===== src/rtl/acc_alu_pkg.sv =====
package acc_alu_pkg;
  typedef enum logic [4:0] {
    OP_NOP    = 5'd0,
    OP_LOAD   = 5'd1,
    OP_ADD    = 5'd2,
    OP_SUB    = 5'd3,
    OP_ADDC   = 5'd4,
    OP_SUBB   = 5'd5,
    OP_ADDB   = 5'd6,
    OP_SUBBUF = 5'd7,
    OP_ADCB   = 5'd8,
    OP_SBBB   = 5'd9,
    OP_ADDP   = 5'd10,
    OP_AND    = 5'd11,
    OP_OR     = 5'd12,
    OP_XOR    = 5'd13,
    OP_MIN    = 5'd14,
    OP_MAX    = 5'd15,
    OP_SAVEB  = 5'd16,
    OP_SETC   = 5'd17,
    OP_CLRC   = 5'd18,
    OP_CLRV   = 5'd19
  } op_e;

  typedef enum logic [1:0] {
    SRC_SHIFT = 2'd0,
    SRC_BUF   = 2'd1,
    SRC_PROD  = 2'd2
  } src_e;
endpackage


===== src/rtl/acc_scale_shifter.sv =====
module acc_scale_shifter #(
  parameter int DATA_W = 16,
  parameter int ACC_W  = 32,
  parameter int CNT_W  = 5
) (
  input  logic [DATA_W-1:0] data_i,
  input  logic [CNT_W-1:0]  cnt_i,
  input  logic              sxm_i,
  output logic [ACC_W-1:0]  shifted_o
);
  localparam int EXT_W = ACC_W - DATA_W;

  logic [ACC_W-1:0] ext;

  always_comb begin
    ext       = {{EXT_W{sxm_i & data_i[DATA_W-1]}}, data_i};
    shifted_o = ext << cnt_i;
  end
endmodule


===== src/rtl/acc_adder.sv =====
module acc_adder #(
  parameter int W = 32
) (
  input  logic [W-1:0] a_i,
  input  logic [W-1:0] b_i,
  input  logic         inv_b_i,
  input  logic         cin_i,
  output logic [W-1:0] sum_o,
  output logic         cout_o,
  output logic         ovf_o,
  output logic         ovf_pos_o
);
  logic [W-1:0] bb;
  logic [W:0]   full;

  always_comb begin
    bb     = inv_b_i ? ~b_i : b_i;
    // one carry chain yields both carry and overflow
    full   = {1'b0, a_i} + {1'b0, bb} + {{W{1'b0}}, cin_i};
    sum_o  = full[W-1:0];
    cout_o = full[W];
    ovf_o  = (a_i[W-1] == bb[W-1]) && (full[W-1] != a_i[W-1]);
    ovf_pos_o = ~a_i[W-1];
  end
endmodule


===== src/rtl/acc_alu.sv =====
module acc_alu
  import acc_alu_pkg::*;
#(
  parameter int DATA_W = 16,
  parameter int ACC_W  = 32
) (
  input  logic                      clk_i,
  input  logic                      rst_ni,
  input  logic [4:0]                op_i,
  input  logic [DATA_W-1:0]         data_i,
  input  logic [$clog2(DATA_W+1)-1:0] shift_imm_i,
  input  logic                      shift_sel_i,
  input  logic [DATA_W-1:0]         treg_i,
  input  logic [ACC_W-1:0]          prod_i,
  input  logic                      sxm_i,
  input  logic                      ovm_i,
  output logic [ACC_W-1:0]          acc_o,
  output logic [ACC_W-1:0]          buf_o,
  output logic                      carry_o,
  output logic                      ovf_o
);
  localparam int CNT_W  = $clog2(DATA_W + 1);
  localparam int TCNT_W = $clog2(DATA_W);
  localparam logic [CNT_W-1:0] MAX_SH = CNT_W'(DATA_W);
  localparam logic [ACC_W-1:0] SAT_POS = {1'b0, {(ACC_W-1){1'b1}}};
  localparam logic [ACC_W-1:0] SAT_NEG = {1'b1, {(ACC_W-1){1'b0}}};

  op_e op;
  assign op = op_e'(op_i);

  logic [ACC_W-1:0] acc_q, buf_q;
  logic             carry_q, ovf_q;

  // shift count select and clamp
  logic [CNT_W-1:0] cnt_eff;
  logic             cnt_hi;
  always_comb begin
    if (shift_sel_i)            cnt_eff = {{(CNT_W-TCNT_W){1'b0}}, treg_i[TCNT_W-1:0]};
    else if (shift_imm_i > MAX_SH) cnt_eff = MAX_SH;
    else                        cnt_eff = shift_imm_i;
    cnt_hi = (cnt_eff == MAX_SH);
  end

  logic [ACC_W-1:0] shifted;
  acc_scale_shifter #(.DATA_W(DATA_W), .ACC_W(ACC_W), .CNT_W(CNT_W)) u_shift (
    .data_i   (data_i),
    .cnt_i    (cnt_eff),
    .sxm_i    (sxm_i),
    .shifted_o(shifted)
  );

  // operand routing and adder control
  src_e src;
  logic is_arith, inv_b, cin, use_c;
  always_comb begin
    src      = SRC_SHIFT;
    is_arith = 1'b1;
    inv_b    = 1'b0;
    use_c    = 1'b0;
    unique case (op)
      OP_ADD:    ;
      OP_SUB:    inv_b = 1'b1;
      OP_ADDC:   use_c = 1'b1;
      OP_SUBB:   begin inv_b = 1'b1; use_c = 1'b1; end
      OP_ADDB:   src = SRC_BUF;
      OP_SUBBUF: begin src = SRC_BUF; inv_b = 1'b1; end
      OP_ADCB:   begin src = SRC_BUF; use_c = 1'b1; end
      OP_SBBB:   begin src = SRC_BUF; inv_b = 1'b1; use_c = 1'b1; end
      OP_ADDP:   src = SRC_PROD;
      default:   is_arith = 1'b0;
    endcase
    cin = use_c ? carry_q : inv_b;
  end

  logic [ACC_W-1:0] opnd_b;
  always_comb begin
    unique case (src)
      SRC_BUF:  opnd_b = buf_q;
      SRC_PROD: opnd_b = prod_i;
      default:  opnd_b = shifted;
    endcase
  end

  logic [ACC_W-1:0] sum;
  logic             cout, add_ovf, ovf_pos;
  acc_adder #(.W(ACC_W)) u_add (
    .a_i      (acc_q),
    .b_i      (opnd_b),
    .inv_b_i  (inv_b),
    .cin_i    (cin),
    .sum_o    (sum),
    .cout_o   (cout),
    .ovf_o    (add_ovf),
    .ovf_pos_o(ovf_pos)
  );

  logic acc_lt_buf, acc_gt_buf;
  assign acc_lt_buf = $signed(acc_q) < $signed(buf_q);
  assign acc_gt_buf = $signed(acc_q) > $signed(buf_q);

  // next-state
  logic [ACC_W-1:0] acc_d, buf_d;
  logic             carry_d, ovf_d;
  always_comb begin
    acc_d   = acc_q;
    buf_d   = buf_q;
    carry_d = carry_q;
    ovf_d   = ovf_q;
    if (is_arith) begin
      if (add_ovf) begin
        ovf_d = 1'b1;
        acc_d = ovm_i ? (ovf_pos ? SAT_POS : SAT_NEG) : sum;
      end else begin
        acc_d = sum;
      end
      if (cnt_hi && op == OP_ADD)      carry_d = carry_q | cout;
      else if (cnt_hi && op == OP_SUB) carry_d = carry_q & cout;
      else                             carry_d = cout;
    end else begin
      unique case (op)
        OP_LOAD:  acc_d = shifted;
        OP_AND:   acc_d = acc_q & shifted;
        OP_OR:    acc_d = acc_q | shifted;
        OP_XOR:   acc_d = acc_q ^ shifted;
        OP_MIN: begin
          acc_d   = acc_lt_buf ? acc_q : buf_q;
          buf_d   = acc_d;
          carry_d = acc_lt_buf;
        end
        OP_MAX: begin
          acc_d   = acc_gt_buf ? acc_q : buf_q;
          buf_d   = acc_d;
          carry_d = acc_gt_buf;
        end
        OP_SAVEB: buf_d   = acc_q;
        OP_SETC:  carry_d = 1'b1;
        OP_CLRC:  carry_d = 1'b0;
        OP_CLRV:  ovf_d   = 1'b0;
        default:  ;
      endcase
    end
  end

  always_ff @(posedge clk_i or negedge rst_ni) begin
    if (!rst_ni) begin
      acc_q   <= '0;
      buf_q   <= '0;
      carry_q <= 1'b1;
      ovf_q   <= 1'b0;
    end else begin
      acc_q   <= acc_d;
      buf_q   <= buf_d;
      carry_q <= carry_d;
      ovf_q   <= ovf_d;
    end
  end

  assign acc_o   = acc_q;
  assign buf_o   = buf_q;
  assign carry_o = carry_q;
  assign ovf_o   = ovf_q;

  AST_SAT_LIMIT: assert property (@(posedge clk_i) disable iff (!rst_ni)
    (is_arith && ovm_i && add_ovf) |=> (acc_q == SAT_POS || acc_q == SAT_NEG));
  AST_OVF_RAISE: assert property (@(posedge clk_i) disable iff (!rst_ni)
    (is_arith && add_ovf) |=> ovf_q);
  AST_OVF_STICKY: assert property (@(posedge clk_i) disable iff (!rst_ni)
    (ovf_q && op != OP_CLRV) |=> ovf_q);
  AST_CARRY_HOLD: assert property (@(posedge clk_i) disable iff (!rst_ni)
    (op inside {OP_LOAD, OP_AND, OP_OR, OP_XOR}) |=> $stable(carry_q));
  AST_MINMAX_SYNC: assert property (@(posedge clk_i) disable iff (!rst_ni)
    (op inside {OP_MIN, OP_MAX}) |=> (acc_q == buf_q));
  AST_HI_ADD_KEEP: assert property (@(posedge clk_i) disable iff (!rst_ni)
    (op == OP_ADD && cnt_hi && carry_q) |=> carry_q);
  AST_HI_SUB_KEEP: assert property (@(posedge clk_i) disable iff (!rst_ni)
    (op == OP_SUB && cnt_hi && !carry_q) |=> !carry_q);
  AST_SETC: assert property (@(posedge clk_i) disable iff (!rst_ni)
    (op == OP_SETC) |=> carry_q);
endmodule


===== config.mk =====
export PLATFORM = sky130hd
export DESIGN_NAME = acc_alu
export DESIGN_NICKNAME = d
export VERILOG_FILES = /design/src/rtl/acc_alu_pkg.sv /design/src/rtl/acc_scale_shifter.sv /design/src/rtl/acc_adder.sv /design/src/rtl/acc_alu.sv
export SDC_FILE = /design/constraint.sdc
export NUM_CORES = 1
export LEC_CHECK = 0
export BUFFER_PORTS_ARGS = -buffer_cell sky130_fd_sc_hd__buf_2
export CAP_MARGIN = 15
export CORE_MARGIN = 3
export CORE_UTILIZATION = 32
export CTS_BUF_LIST = sky130_fd_sc_hd__clkbuf_8
export DETAILED_ROUTE_END_ITERATION = 16
export PLACE_DENSITY = 0.6
export SETUP_SLACK_MARGIN = 0.05
export SKIP_LAST_GASP = 1
export SLEW_MARGIN = 20
export SYNTH_ARGS = -nofsm -noshare
export SYNTH_HDL_FRONTEND = slang
export SYNTH_HIERARCHICAL = 1
export SYNTH_SLANG_ARGS = --single-unit
export TNS_END_PERCENT = 1

===== constraint.sdc =====
create_clock -name clk_i -period 4.6 [get_ports clk_i]
set_input_delay 0.92 -clock clk_i [delete_from_list [all_inputs] [get_ports clk_i]]
set_output_delay 0.92 -clock clk_i [all_outputs]
set_load 0.02 [all_outputs]

======== Word level (Yosys, flattened, before mapping) ========
Index checks and enable logic that the tools add are counted.
word-level totals
  ROM bits ................................ 0
  logic and storage cells ................. 80
  memories kept ........................... 0
  bits of input ports ..................... 79
  output and inout port bits .............. 66
  bits in latches ......................... 0
  bits in writable memories ............... 0
  bits in registers ....................... 66
operators by class
  add/sub/neg operators ................... 2
  mux-type cells .......................... 24
  div/mod/pow operators ................... 0
  shifts and indexed selects .............. 1
  multiply operators ...................... 0
  bitwise logic cells ..................... 8
  eq/ne operators ......................... 25
  reductions and logical operators ........ 13
  magnitude comparators ................... 3
operator list
  cell                count
  $mux 32             7
  $pmux 32 s6         1
  $pmux 32 s3         1
  $pmux 32 s2         1
  $eq 5x4->1 const B  8
  $add 32x32->33      1
  $add 33x1->33       1
  $and 32x32->32      1
  $gt 32x32->1        1
  $lt 32x32->1        1
  $not 32->32         1
  $or 32x32->32       1
  $shl 32x5->32       1
  $xor 32x32->32      1
  $eq 5x5->1 const B  5
  $eq 5x3->1 const B  4
  $reduce_or 4->1     3
  $eq 5x2->1 const B  2
  $mux 1              10
  $mux 5              2
  $reduce_or 9->1     1
  $reduce_bool 7->1   1
  $eq 5x1->1 const B  1
  $gt 5x5->1 const B  1
  other kinds (15)    19

======== Logic depth before layout (Yosys ltp) ========
Gate-level depths: netlist of the first run.
  depth in word-level cells ............... 13
  gate-level depth with buffers ........... 28
  depth with buffers taken out ............ 23

======== Modules after synthesis ========
Netlist of the first run, hierarchy kept.
modules (own cells, without submodules)
  module             instances  seq. area each (um2)  cells an instance  area each (um2)
  acc_alu            1          1652.8                1232               8982.4
  acc_adder          1          0.0                   297                2109.5
  acc_scale_shifter  1          0.0                   185                1422.6

======== Worst setup path before layout of the first run ========
No wires, ideal clock.
  path type ............................... in2reg
  start point ............................. input shift_imm_i[4]
  end point ............................... register acc_q[2], in the netlist acc_o[2]
  stages on the path ...................... 27
  required time ........................... 4.476 ns
  buffers on the path ..................... 4
  arrival time ............................ 5.488 ns
  setup time .............................. 0.124 ns
  slack ................................... -1.012 ns
  cell sequence ........................... nor2_1 -> a22o_1 -> buf_2 -> buf_2 -> mux4_2 -> mux2_2 -> a211oi_1 -> a21oi_1 -> inv_1 -> a21oi_1 -> xor2_1 -> ha_1 -> clkbuf_1 -> a21o_1 -> a21oi_1 -> o21ai_1 -> a21oi_1 -> mux2_1 -> a41oi_1 -> o211ai_1 -> nand3_1 -> nand2_1 -> clkbuf_1 -> a21oi_1 -> o22ai_1 -> a21o_1 -> o31a_1
between the ends
  cells in the longest elaborated chain, start to end .. 13
  elaborated cells between the ends (all ways) .. 19
  those cells by class .................... add/sub (2); order compare (1); eq/ne (2); shift (1); mux (8); bitwise (4); reduce/logical (1)
ends and longest elaborated chain
  what                   line                     RTL
  start, declared        acc_alu.sv:11            input logic [$clog2(DATA_W+1)-1:0] shift_imm_i,
  $gt 5x5->1 (*)         acc_alu.sv:39            else if (shift_imm_i > MAX_SH) cnt_eff = MAX_SH;
  $mux 5 (*)             acc_alu.sv:39
  $mux 5 (*)             acc_alu.sv:38            if (shift_sel_i) cnt_eff = {{(CNT_W-TCNT_W){1'b0}}, treg_i[TCNT_W-1:0]};
  net cnt_eff[2]         acc_alu.sv:35            logic [CNT_W-1:0] cnt_eff;
  $shl 32x5->32 (*)      acc_scale_shifter.sv:17  shifted_o = ext << cnt_i;
  net shifted[28]        acc_alu.sv:44            logic [ACC_W-1:0] shifted;
  $pmux 32 s2 (*)        acc_alu.sv:77            unique case (src)
  net opnd_b[28]         acc_alu.sv:75            logic [ACC_W-1:0] opnd_b;
  $not 32->32            acc_adder.sv:17          bb = inv_b_i ? ~b_i : b_i;
  $mux 32 (*)            acc_adder.sv:17
  $add 32x32->33 (*)     acc_adder.sv:19          full = {1'b0, a_i} + {1'b0, bb} + {{W{1'b0}}, cin_i};
  $add 33x1->33 (*)      acc_adder.sv:19
  $ne 1x1->1 (*)         acc_adder.sv:22          ovf_o = (a_i[W-1] == bb[W-1]) && (full[W-1] != a_i[W-1]);
  $logic_and 1x1->1 (*)  acc_adder.sv:22
  net add_ovf            acc_alu.sv:85            logic cout, add_ovf, ovf_pos;
  $mux 32 (*)            acc_alu.sv:110           if (add_ovf) begin
  $mux 32 (*)            acc_alu.sv:109           if (is_arith) begin
  end signal, assigned   acc_alu.sv:146           acc_q <= '0;
  end signal, assigned   acc_alu.sv:151           acc_q <= acc_d;
  end, declared          acc_alu.sv:31            logic [ACC_W-1:0] acc_q, buf_q;
The timed path passes the listed nets; every way through them passes the cells marked *.
A chain may end at the register's enable or synchronous reset.

======== Worst setup path after layout of the first run ========
  start point ............................. input shift_sel_i
  end point ............................... register acc_q[28], in the netlist acc_o[28]
between the ends
  cells in the longest elaborated chain, start to end .. 11
  elaborated cells between the ends (all ways) .. 17
  those cells by class .................... add/sub (2); eq/ne (2); shift (1); mux (7); bitwise (4); reduce/logical (1)
ends and longest elaborated chain
  what                   line                     RTL
  start, declared        acc_alu.sv:12            input logic shift_sel_i,
  $mux 5 (*)             acc_alu.sv:38
  net cnt_eff[0]         acc_alu.sv:35
  $shl 32x5->32 (*)      acc_scale_shifter.sv:17
  net shifted[18]        acc_alu.sv:44
  $pmux 32 s2 (*)        acc_alu.sv:77
  net opnd_b[18]         acc_alu.sv:75
  $not 32->32            acc_adder.sv:17
  $mux 32 (*)            acc_adder.sv:17
  $add 32x32->33 (*)     acc_adder.sv:19
  $add 33x1->33 (*)      acc_adder.sv:19
  $ne 1x1->1 (*)         acc_adder.sv:22
  $logic_and 1x1->1 (*)  acc_adder.sv:22
  net add_ovf            acc_alu.sv:85
  $mux 32 (*)            acc_alu.sv:110
  $mux 32 (*)            acc_alu.sv:109
Marked as above.

==> summary.md, run 1 <==
| Metric | Value |
|---|---|
| Result of the run | finished, violations left |
| Failing checks | setup timing |
| First-pass GRT wire length | 87.2 mm |
| Worst R2R End | acc_o[30] |
| GR Util All Layers | 26.8% |
| Row count | 71 |
| Post-Syn Area | 12,500 µm² |
| Final ANT Viol Nets | 0 |
| Flop-to-flop setup slack | 370 ps |
| Nets | 2,273 |
| Fillers | 3,774 |
| Tcrit/Tclk final | 115% |
| Largest net degree at the start of global routing | 67 |
| Critical Path Slowest Stage Cell | mux4_2 |
| Crit Path Class | input pin to register |
| Die Width | 204 µm |
| # hold bufs at CTS | 0 |
| Iteration-0 DRC Markers | 1,396 |
| Total grt overflow | 0 |
| Yosys top cell by area | dfrtp_1 |
| Total core area | 38,100 µm² |
| Average wire per standard cell | 22.9 µm |
| Most common cell in the synthesized netlist | a21oi_1 |
| EDFF count, synth | 0 |
| Max-cap violation count | 0 |
| Cell count after synthesis | 1,714 |
| Lkg Pwr | 7.64 nW |
| Design Area, Final | 17,200 µm² |
| Worst Path Arrival | 5620 ps |
| CP Buf/Inv Count | 5 |
| Yosys cell types | 93 |
| Drt pass-1 iters | 5 |
| Clk slew on worst S/H paths | 80 ps |
| Worst Clk Skew | 20.5 ps |
| Clock Latency Late Sink | 410 ps |
| Area of the multi-input gates | 10,600 µm² |
| Worst reg-to-reg path cell count | 18 |
| FMAX | 0.189 GHz |
| Vias in the first global route | 14,700 |
| Syn Nets | 1,924 |
| Crit end category | register |
| Post-DP HPWL | 41.6 mm |
| Least-Margin Pin Slew | 955 ps |
| IO buf count | 132 |
| Fraction of registers with async set/reset | 100% |
| Family with the most delay on the worst path | compound AO/OA/AOI/OAI gates |
| Routed vias | 15,500 |
| Initial antenna violation count | 0 |
| Slew Limit Headroom | 36.3% |
| Placed Instance Area | 16,000 µm² |
| Clock Tree Buf Depth | 2 |
| Worst path max stage delay | 530 ps |
| H-tree lvl count | 3 |
| Io pins | 145 |
| Hold Startpoint | ovf_o |
| Post-Route WL | 59.1 mm |
| Req. time, crit path | 4930 ps |
| Final worst setup slack | -688 ps |
| Die area | 41,500 µm² |
| Final setup vio count | 34 |
| Top post-synthesis cells by area | dfrtp_1, ha_1, a21oi_1, nor2_1, o21ai_0 |
| Crit path launch type | input pin |
| Fin. Hold Viols | 0 |
| Synth Flop Type | dfrtp_1 |
| Synth warnings | 6 |
| Reg area | 1650 µm² |
| Fin crit period | 5290 ps |
| CTS root buffer | clkbuf_8 |
| Synth Register Bits | 66 |
| Drt drc | 0 |
| Synth top area share | 13.0% |
| Hold WC Path Type | register to register |
| Cts bufs inserted | 9 |
| Synthesized area per cell | 7.30 µm² |
| Routability cong. | 0.965 |
| Hold Path Depth | 1 |
| CTS tree | yes |
| Synth-to-layout area growth | 37.4% |
| Worst vdd ir | 0.000362 V |
| Die H | 204 µm |
| Sinks on Clock Net | 66 |
| Seq/Total Area, Yosys | 13.2% |
| Post-synth top cells | a21oi_1, nor2_1, ha_1 |
| RSZ-0062 raised after global routing | true |
| Pins over their slew limit | 0 |
| Reg2reg start | carry_o |
| Power per cell area | 644 nW/µm² |
| Worst Path Max Fanout | 8 |
| Via density | 6.01 |
| Final Power | 0.0111 W |
| Min-Delay Endpoint | ovf_o |
| Initial Utilization | 32.8% |
| Share of cells above drive strength 1 | 35.6% |
-- routing by layer --
metal / wire, µm / global-route usage (%) / share of wire, % / vias to the layer above
met2: 26900 / 43.2 / 45 / 739
li1: - / - / - / 7091
met1: 25300 / 36.3 / 43 / 7545
met5: 0 / 0 / 0 / -
met3: 4350 / 3.11 / 7.4 / 140
met4: 2540 / 11.3 / 4.3 / 0
-- final cells by class --
cell class | count | area share [%]
Clock inverter | 6 | 0.153
Clock buffer | 10 | 0.801
Antenna cell | 1 | 0.0146
Inverter | 118 | 2.61
Tap cell | 511 | 3.72
Sequential cell | 66 | 9.61
Multi-Input combinational cell | 1393 | 61.8
Timing Repair Buffer | 475 | 21.3
-- cells by family after synthesis --
family | after synthesis | synth area share [%]
and+or+nand+nor | 438 | 15.8
DFF | 66 | 13.2
adders and majority gates | 131 | 13.2
xor gates and xnor gates | 63 | 4.41
buffers and inverters | 255 | 8.36
muxes | 70 | 7.21
AOI/OAI and AO/OA | 691 | 37.8
-- worst max path at each step --
stage | cells after the start | end | startpoint
floorplan | 27 | acc_o[7] | shift_imm_i[4]
global placement | 26 | acc_o[15] | shift_sel_i
detailed placement | 26 | acc_o[11] | shift_sel_i
CTS | 26 | acc_o[28] | shift_sel_i
global route | 28 | acc_o[26] | shift_sel_i
finish | 26 | acc_o[28] | shift_sel_i
-- power by group --
part	total [W]	leakage [nW]	internal, W	switching (W)
logic	0.00895	6.78	0.00378	0.00517
clock network	0.000507	0.0996	0.000203	0.000304
registers	0.00162	0.753	0.000870	0.000746
-- metrics by stage --
step	instances	worst slack, ps	utilization (%)	setup TNS (ps)	hold slack, ps
final	2580	-688	45.1	-20640	528
after floorplan	1714	-663	-	-20690	611
after detailed placement	2535	-1310	41.9	-40840	513
after CTS	2555	-645	42.8	-20230	532
after global routing	2579	-806	45.1	-25400	561
after global placement	2535	-1240	41.9	-38760	511
-- flip-flops by register name, summed over array words and instances (netlist names) --
signal / cells
ovf_o: 1
acc_o: 32
buf_o: 32
carry_o: 1
-- placed cells by master (no fill, tap or decap), types with 8 or more instances in the layout --
master,n
o311a_1,9
buf_12,21
xnor2_1,20
o22ai_1,51
a211oi_1,8
nand2b_1,14
a211oi_2,35
o211ai_1,8
inv_2,10
nand2_1,99
nor2_1,176
mux2_2,11
xor2_1,43
o21ai_0,115
nor2_2,11
a21oi_4,9
a21oi_1,140
mux2i_1,37
nor3_1,29
inv_1,109
a311oi_1,36
o21ai_2,10
buf_4,312
a31oi_1,27
mux4_2,12
nand4_1,12
dfrtp_1,65
a41oi_1,16
nand3_1,31
ha_1,125
buf_2,129
a221oi_1,34
clkbuf_8,10
a21oi_2,47
a21o_1,40
o21ai_1,10
-- what timing repair did --
item                       CTS  global route
pin swaps                    6            63
setup endpoints to repair   34            34
gates cloned                 1             6
gates resized for setup     31           161
setup buffers                3            20
No activity file was read; power rests on OpenSTA's default activity.
==> run 2, diff against run 1 <==
Settings changed: CAP_MARGIN 15 to unset, PLACE_DENSITY 0.6 to 0.61, SYNTH_HIERARCHICAL 1 to unset.
==> run 2 against run 1 <==
The run still ends with setup timing left. Final cell count fell by 20%. Count of clock-buffer cells in the layout rose by 3. Synthesized area fell by 20%. Routed wire length fell by 23%. Fmax fell by 1.9%. Global-route usage fell by 0.82 points. Clock skew fell by 7.3 ps. Die area fell by 20%. Clock power rose by 21%. Synthesized cell count fell by 24%. Critical path type unchanged. Largest cell class unchanged. Largest power group unchanged.
==> summary.md, run 2 <==
| Metric | Value |
|---|---|
| Top post-synthesis cells by area | dfrtp_1, ha_1, a21oi_1, o21ai_0, mux2i_1 |
| Min Hold Slack | 521 ps (-7.26 ps) |
| First-pass GRT wire length | 67.3 mm (-23%) |
| Via density | 5.82 (-3.2%) |
| Final ANT Viol Nets | 0 (unchanged) |
| IO buf count | 132 (unchanged) |
| Cell count after synthesis | 1,300 (-24%) |
| Failing checks | setup timing |
| Synth Area in XOR/XNOR | 4.92% (+0.51 points) |
| Worst Path Max Fanout | 7 (-1) |
| EDFF count, synth | 0 (unchanged) |
| Final setup vio count | 34 (unchanged) |
| Clock Latency Late Sink | 400 ps (about the same) |
| Nets | 1,874 (-18%) |
| Design Area, Final | 13,600 µm² (-21%) |
| Max-cap violation count | 0 (unchanged) |
| Synthesized area per cell | 7.67 µm² (+5.1%) |
| Initial antenna violation count | 0 (unchanged) |
| Drt drc | 0 (unchanged) |
| Post-Syn Area | 9970 µm² (-20%) |
| Initial Utilization | 32.5% (-0.31 points) |
| CTS root buffer | clkbuf_8 |
| Drt pass-1 iters | 5 (unchanged) |
| Syn Nets | 1,510 (-22%) |
| Yosys cell types | 82 (-12%) |
| Fraction of registers with async set/reset | 100% (unchanged) |
| GR Util All Layers | 26.0% (-0.82 points) |
| Largest net degree at the start of global routing | 46 (-31%) |
| Crit path launch type | input pin |
| Most common cell after layout, fill and taps aside | buf_4 |
| Power per cell area | 513 nW/µm² (-20%) |
| Die area | 33,300 µm² (-20%) |
| Worst vdd ir | 0.000198 V (-45%) |
| Tcrit/Tclk final | 117% (+2.2 points) |
| Compound-Gate Fraction of Synth Area | 35.1% (-2.7 points) |
| Result of the run | finished, violations left |
| Placed Instance Area | 12,900 µm² (-19%) |
| Hold WC Path Type | input pin to async pin |
| Mux cell area share after synthesis | 6.66% (-0.55 points) |
| Yosys top cell by area | dfrtp_1 |
| Reg area | 1650 µm² (unchanged) |
| Die Width | 183 µm (-10%) |
| Crit end category | register |
| Routed vias | 12,000 (-23%) |
| Worst Clk Skew | 13.1 ps (-7.34 ps) |
| # hold bufs at CTS | 0 (unchanged) |
| Total grt overflow | 0 (unchanged) |
| Fin. Hold Viols | 0 (unchanged) |
| Synth top area share | 16.3% (+3.3 points) |
| Post-DP HPWL | 33.8 mm (-19%) |
| Slew Limit Headroom | 26.4% (-10 points) |
| Vias in the first global route | 11,600 (-21%) |
| Post-Route WL | 45.5 mm (-23%) |
| Synth warnings | 0 (-6) |
| Reg2reg start | buf_o[0] |
| Least-Margin Pin Slew | 1100 ps (+149 ps) |
| Seq/Total Area, Yosys | 16.6% (+3.4 points) |
| Total core area | 30,700 µm² (-20%) |
| Synth Register Bits | 66 (unchanged) |
| Most common cell in the synthesized netlist | a21oi_1 |
| Pins over their slew limit | 0 (unchanged) |
| Family with the most delay on the worst path | compound AO/OA/AOI/OAI gates |
| Commonest non-fill, non-tap cells in the layout | buf_4, a21oi_1, buf_2, o21ai_0, ha_1 |
| Fin crit period | 5390 ps (+103 ps) |
| Die H | 183 µm (-10%) |
| Clock Tree Buf Depth | 2 (unchanged) |
| Average wire per standard cell | 22.0 µm (-3.9%) |
| Routability cong. | 1.01 (+4.6%) |
| Worst R2R End | acc_o[28] |
| Adder-Cell Fraction of Synth Area | 16.6% (+3.4 points) |
| Largest family of logic cells by synthesized area | compound AO/OA/AOI/OAI gates |
| CP Buf/Inv Count | 7 (+2) |
| Post-Synth Simple-Gate Area | 12.5% (-3.3 points) |
| Post-synth top cells | a21oi_1, o21ai_0, ha_1 |
| Cts bufs inserted | 9 (unchanged) |
| Final worst setup slack | -790 ps (-103 ps) |
| RSZ-0062 raised after global routing | true |
| H-tree lvl count | 3 (unchanged) |
| Share of cells above drive strength 1 | 31.6% (-4.0 points) |
| Clk slew on worst S/H paths | 90 ps (about the same) |
| Worst Path Arrival | 5720 ps (+100 ps) |
| Lkg Pwr | 6.52 nW (-15%) |
| Flop-to-flop setup slack | 500 ps (+130 ps) |
| Req. time, crit path | 4930 ps (about the same) |
| Sinks on Clock Net | 66 (unchanged) |
| Worst path max stage delay | 400 ps (-130 ps) |
| Row count | 64 (-9.9%) |
| Io pins | 145 (unchanged) |
| Crit Path Class | input pin to register |
| FMAX | 0.186 GHz (-1.9%) |
| Critical Path Slowest Stage Cell | a221oi_4 |
| Synth Flop Type | dfrtp_1 |
| Synth-to-layout area growth | 36.8% |
| CTS tree | yes |
| Iteration-0 DRC Markers | 987 (-29%) |
| Fillers | 3,073 (-19%) |
| Area of the multi-input gates | 7780 µm² (-27%) |
| Worst reg-to-reg path cell count | 14 (-4) |
==> run 2: cell count changes after synthesis, sizes merged, moves of 23 or more <==
cell | previous run | this run
o22ai | 56 | 10
nor2 | 192 | 86
xnor2 | 20 | 43
nor3 | 36 | 13
a211oi | 48 | 10
nand2 | 108 | 73
xor2 | 43 | 13
a311oi | 38 | 0
a21oi | 196 | 156
clkbuf | 96 | 60
==> run 2: power breakdown <==
group	switching (W)	leakage [nW]	internal, W
Clock	0.000301	0.108	0.000310
Combinational	0.00287	5.66	0.00227
Sequential	0.000418	0.757	0.000837
==> run 2: metal layers <==
layer | global-route usage [%] | wire length, µm | part of all wire [%]
met2 | 41.2 | 20500 | 45
met3 | 4.37 | 3360 | 7.4
met5 | 0 | 0 | 0
met1 | 33.6 | 19200 | 42
met4 | 14.0 | 2480 | 5.5
==> run 2: cells by family (layout without fill, tap and decap cells) <==
group	after synthesis	in the layout
multiplexers	62	62
buffers and inverters	192	560
XOR/XNOR	56	56
flip-flops	66	66
AND/OR/NAND/NOR	255	256
adder cells (fa/ha/maj)	131	131
other	0	1
AO/OA/AOI/OAI	538	538
==> run 2: what timing repair did <==
item | CTS | global route
gates resized for setup | 24 | 26
setup endpoints to repair | 34 | 34
hold endpoints to repair | 0 | 0
buffers inserted | 24 | 10
cloned | 2 | 1
pin swaps | 23 | 23
==> run 2: worst register-to-register path: stages, from the launching register on <==
cell       delay (ps)
dfrtp_1           450
a221oi_1          270
a21oi_1           100
xnor2_1           150
fa_1              440
fa_1              430
a21o_1            200
a221o_1           340
a41o_1            310
o21ai_1           250
a21oi_1           150
o2111ai_1         360
and3_1            210
o21ai_1            90
a32oi_1           230
==> run 2: how the worst max path moves through the flow <==
stage                   start   endpoint  slack, ps  cells after the start
2_1_floorplan  shift_imm_i[4]  acc_o[11]       -530                     21
3_3_place_gp   shift_imm_i[4]  acc_o[20]      -1340                     23
3_5_place_dp   shift_imm_i[4]  acc_o[20]      -1350                     23
4_1_cts           shift_sel_i  acc_o[20]       -710                     23
5_1_grt           shift_sel_i  acc_o[19]      -1020                     25
6_report       shift_imm_i[1]  acc_o[15]       -790                     25
==> run 2: final cells by class <==
cell class	count	share of cell area (%)
multi-input cells	1043	57.0
well taps	396	3.63
clock inverters	3	0.330
flip-flops and latches	66	12.1
inverters	111	3.07
clock buffers	13	1.31
repair buffers	433	22.5
diodes	1	0.0183
==> run 2: metrics by stage <==
| stage | TNS [ps] | setup slack, ps | total power, W | utilization, % | std cells |
|---|---|---|---|---|---|
| 2_1_floorplan | -13900 | -531 | 0.00407 | - | 1300 |
| 5_1_grt | -31550 | -1020 | 0.00750 | 44.5 | 2065 |
| 3_5_place_dp | -38070 | -1350 | 0.00610 | 42.0 | 2012 |
| 3_3_place_gp | -37550 | -1340 | 0.00602 | 42.0 | 2012 |
| 6_report | -23840 | -790 | 0.00701 | 44.5 | 2066 |
| 4_1_cts | -20410 | -710 | 0.00683 | 43.8 | 2054 |
==> run 3, diff against run 2 <==
Clock period 4.6 ns to 6.2 ns, I/O delays scaled along.
==> run 3 against run 2 <==
The run now ends clean. Worst hold slack improved by 51 ps. Register-to-register slack improved by 1100 ps. Final cell count decreased by 8.6%. Worst setup slack improved by 1000 ps. Cell area is 12% lower. Clock skew rose by 3.1 ps.
==> summary.md, run 3 (synthesized netlist as in run 2, its figures left out) <==
| Metric | Value |
|---|---|
| Min-Delay Endpoint | ovf_o |
| CTS tree | yes |
| Hold Path Depth | 2 |
| Average wire per standard cell | 21.9 µm (-0.51%) |
| IO buf count | 132 (unchanged) |
| Drt drc | 0 (unchanged) |
| Slew Limit Headroom | 22.4% (-4.0 points) |
| Clk slew on worst S/H paths | 90 ps (about the same) |
| GR Util All Layers | 24.0% (-1.9 points) |
| CTS root buffer | clkbuf_8 |
| Met3 Use GR | 4.68% (+0.32 points) |
| Max-cap violation count | 0 (unchanged) |
| Commonest non-fill, non-tap cells in the layout | a21oi_1, o21ai_0, buf_2, ha_1, buf_4 |
| Total grt overflow | 0 (unchanged) |
| Post-DP HPWL | 30.8 mm (-8.8%) |
| Die Width | 183 µm (unchanged) |
| Largest net degree at the start of global routing | 44 (-4.3%) |
| Clock Latency Late Sink | 410 ps (about the same) |
| Share of cells above drive strength 1 | 21.3% (-10 points) |
| RSZ-0062 raised after global routing | true |
| Io pins | 145 (unchanged) |
| Routed vias | 11,200 (-7.2%) |
| Busiest grt layer | met2 |
| Global Route met1 Usage | 32.1% (-1.5 points) |
| Power per cell area | 385 nW/µm² (-25%) |
| Worst Clk Skew | 16.2 ps (+3.09 ps) |
| Reg2reg start | acc_o[12] |
| Crit path launch type | input pin |
| Worst Path Max Fanout | 8 (+1) |
| Crit end category | register |
| Post-Route WL | 41.3 mm (-9.1%) |
| Fin. Hold Viols | 0 (unchanged) |
| Total core area | 30,700 µm² (unchanged) |
| Least-Margin Pin Slew | 1160 ps (+56.4 ps) |
| FMAX | 0.167 GHz |
| Cts bufs inserted | 9 (unchanged) |
| Worst Path Arrival | 6270 ps (+550 ps) |
| Final ANT Viol Nets | 0 (unchanged) |
| Final Power | 0.00465 W (-34%) |
| Final worst setup slack | 211 ps (+1000 ps) |
| Drt pass-1 iters | 5 (unchanged) |
| # hold bufs at CTS | 0 (unchanged) |
| Worst vdd ir | 0.000141 V (-29%) |
| Initial Utilization | 32.5% (unchanged) |
| Die area | 33,300 µm² (unchanged) |
| Fillers | 3,278 (+6.7%) |
| Worst R2R End | buf_o[22] |
| Initial antenna violation count | 0 (unchanged) |
| Hold WC Path Type | register to register |
| Final setup vio count | 0 (-100%) |
| Iteration-0 DRC Markers | 987 (unchanged) |
| H-tree lvl count | 3 (unchanged) |
| Clock Tree Buf Depth | 2 (unchanged) |
| Min Hold Slack | 572 ps (+50.8 ps) |
| Crit Path Class | input pin to register |
| Pins over their slew limit | 0 (unchanged) |
| Req. time, crit path | 6480 ps (+1550 ps) |
| Synth-to-layout area growth | 21.0% |
| Lkg Pwr | 5.61 nW (-14%) |
| Routability cong. | 0.967 (-4.2%) |
| Sinks on Clock Net | 66 (unchanged) |
| M2 GR Usage | 38.4% (-2.9 points) |
| Most common cell after layout, fill and taps aside | a21oi_1 |
| Result of the run | finished, final reports clean |
| Flop-to-flop setup slack | 1600 ps (+1100 ps) |
| Die H | 183 µm (unchanged) |
| Worst slack, placed | -270 ps (+1080 ps) |
| Worst reg-to-reg path cell count | 12 (-2) |
| Via density | 5.91 (+1.5%) |
| First-pass GRT wire length | 62.7 mm (-6.8%) |
| Nets | 1,699 (-9.3%) |
| Row count | 64 (unchanged) |
| Fin crit period | 5990 ps |
| Hold Startpoint | ovf_o |
| Vias in the first global route | 10,800 (-7.0%) |
| Tcrit/Tclk final | 96.6% |
==> run 3: power breakdown <==
part	switching (W)	internal [W]	total [W]
sequential	0.000341	0.000621	0.000961
clock	0.000205	0.000158	0.000363
combinational	0.00195	0.00137	0.00332
==> run 3: final cells by class <==
cell class | count | area [µm²] | area share, %
antenna | 1 | 2.50 | 0.0207
clock buffer | 11 | 151 | 1.25
clock inverter | 2 | 7.51 | 0.0622
inverter | 111 | 417 | 3.45
multi-input combinational | 1043 | 7630 | 63.2
sequential | 66 | 1650 | 13.7
tap | 396 | 495 | 4.11
timing repair buffer | 258 | 1710 | 14.2
==> run 3: worst max-delay path by stage <==
stage,cells after the start,endpoint,start
finish,23,acc_o[17],shift_sel_i
floorplan,21,acc_o[11],shift_sel_i
detailed placement,22,acc_o[17],shift_sel_i
global route,20,carry_o,shift_sel_i
CTS,22,acc_o[17],shift_sel_i
global placement,21,acc_o[17],shift_sel_i
==> run 3: what timing repair did <==
item                                    in CTS  in global routing
gates resized for setup                      0                  8
buffers inserted                             0                  4
endpoints found under the setup margin       0                 28
==> run 3: per-stage QoR <==
| step | area [µm²] | util, % | setup TNS [ps] | instances |
|---|---|---|---|---|
| after floorplan | 9970 | - | 0 | 1300 |
| after global placement | 11800 | 38.5 | -5080 | 1869 |
| after detailed placement | 11800 | 38.5 | -5360 | 1869 |
| after CTS | 12000 | 39.0 | 0 | 1882 |
| after global routing | 12100 | 39.3 | -54.8 | 1887 |
| final | 12100 | 39.3 | 0 | 1888 |
==> run 3: routing by layer <==
| metal | part of all wire, % | vias to the layer above |
|---|---|---|
| met1 | 43 | 5373 |
| met2 | 45 | 463 |
| met4 | 3.6 | 0 |
| met3 | 7.6 | 102 |
| met5 | 0 | - |
| li1 | - | 5217 |
==> run 3: worst max-delay path, stage by stage <==
cell	delay (ps)
buf_2	150
or3b_4	450
nand2_8	110
buf_4	170
mux2i_1	100
mux2_2	270
a21oi_1	360
buf_4	180
a22o_1	270
inv_1	110
a21oi_1	180
xnor2_1	140
ha_1	260
a21oi_1	250
nor2_1	70
o21ai_0	360
o2111ai_2	220
a221oi_4	340
buf_4	160
xnor2_2	150
a21o_4	290
o21ai_1	110
a221o_1	330
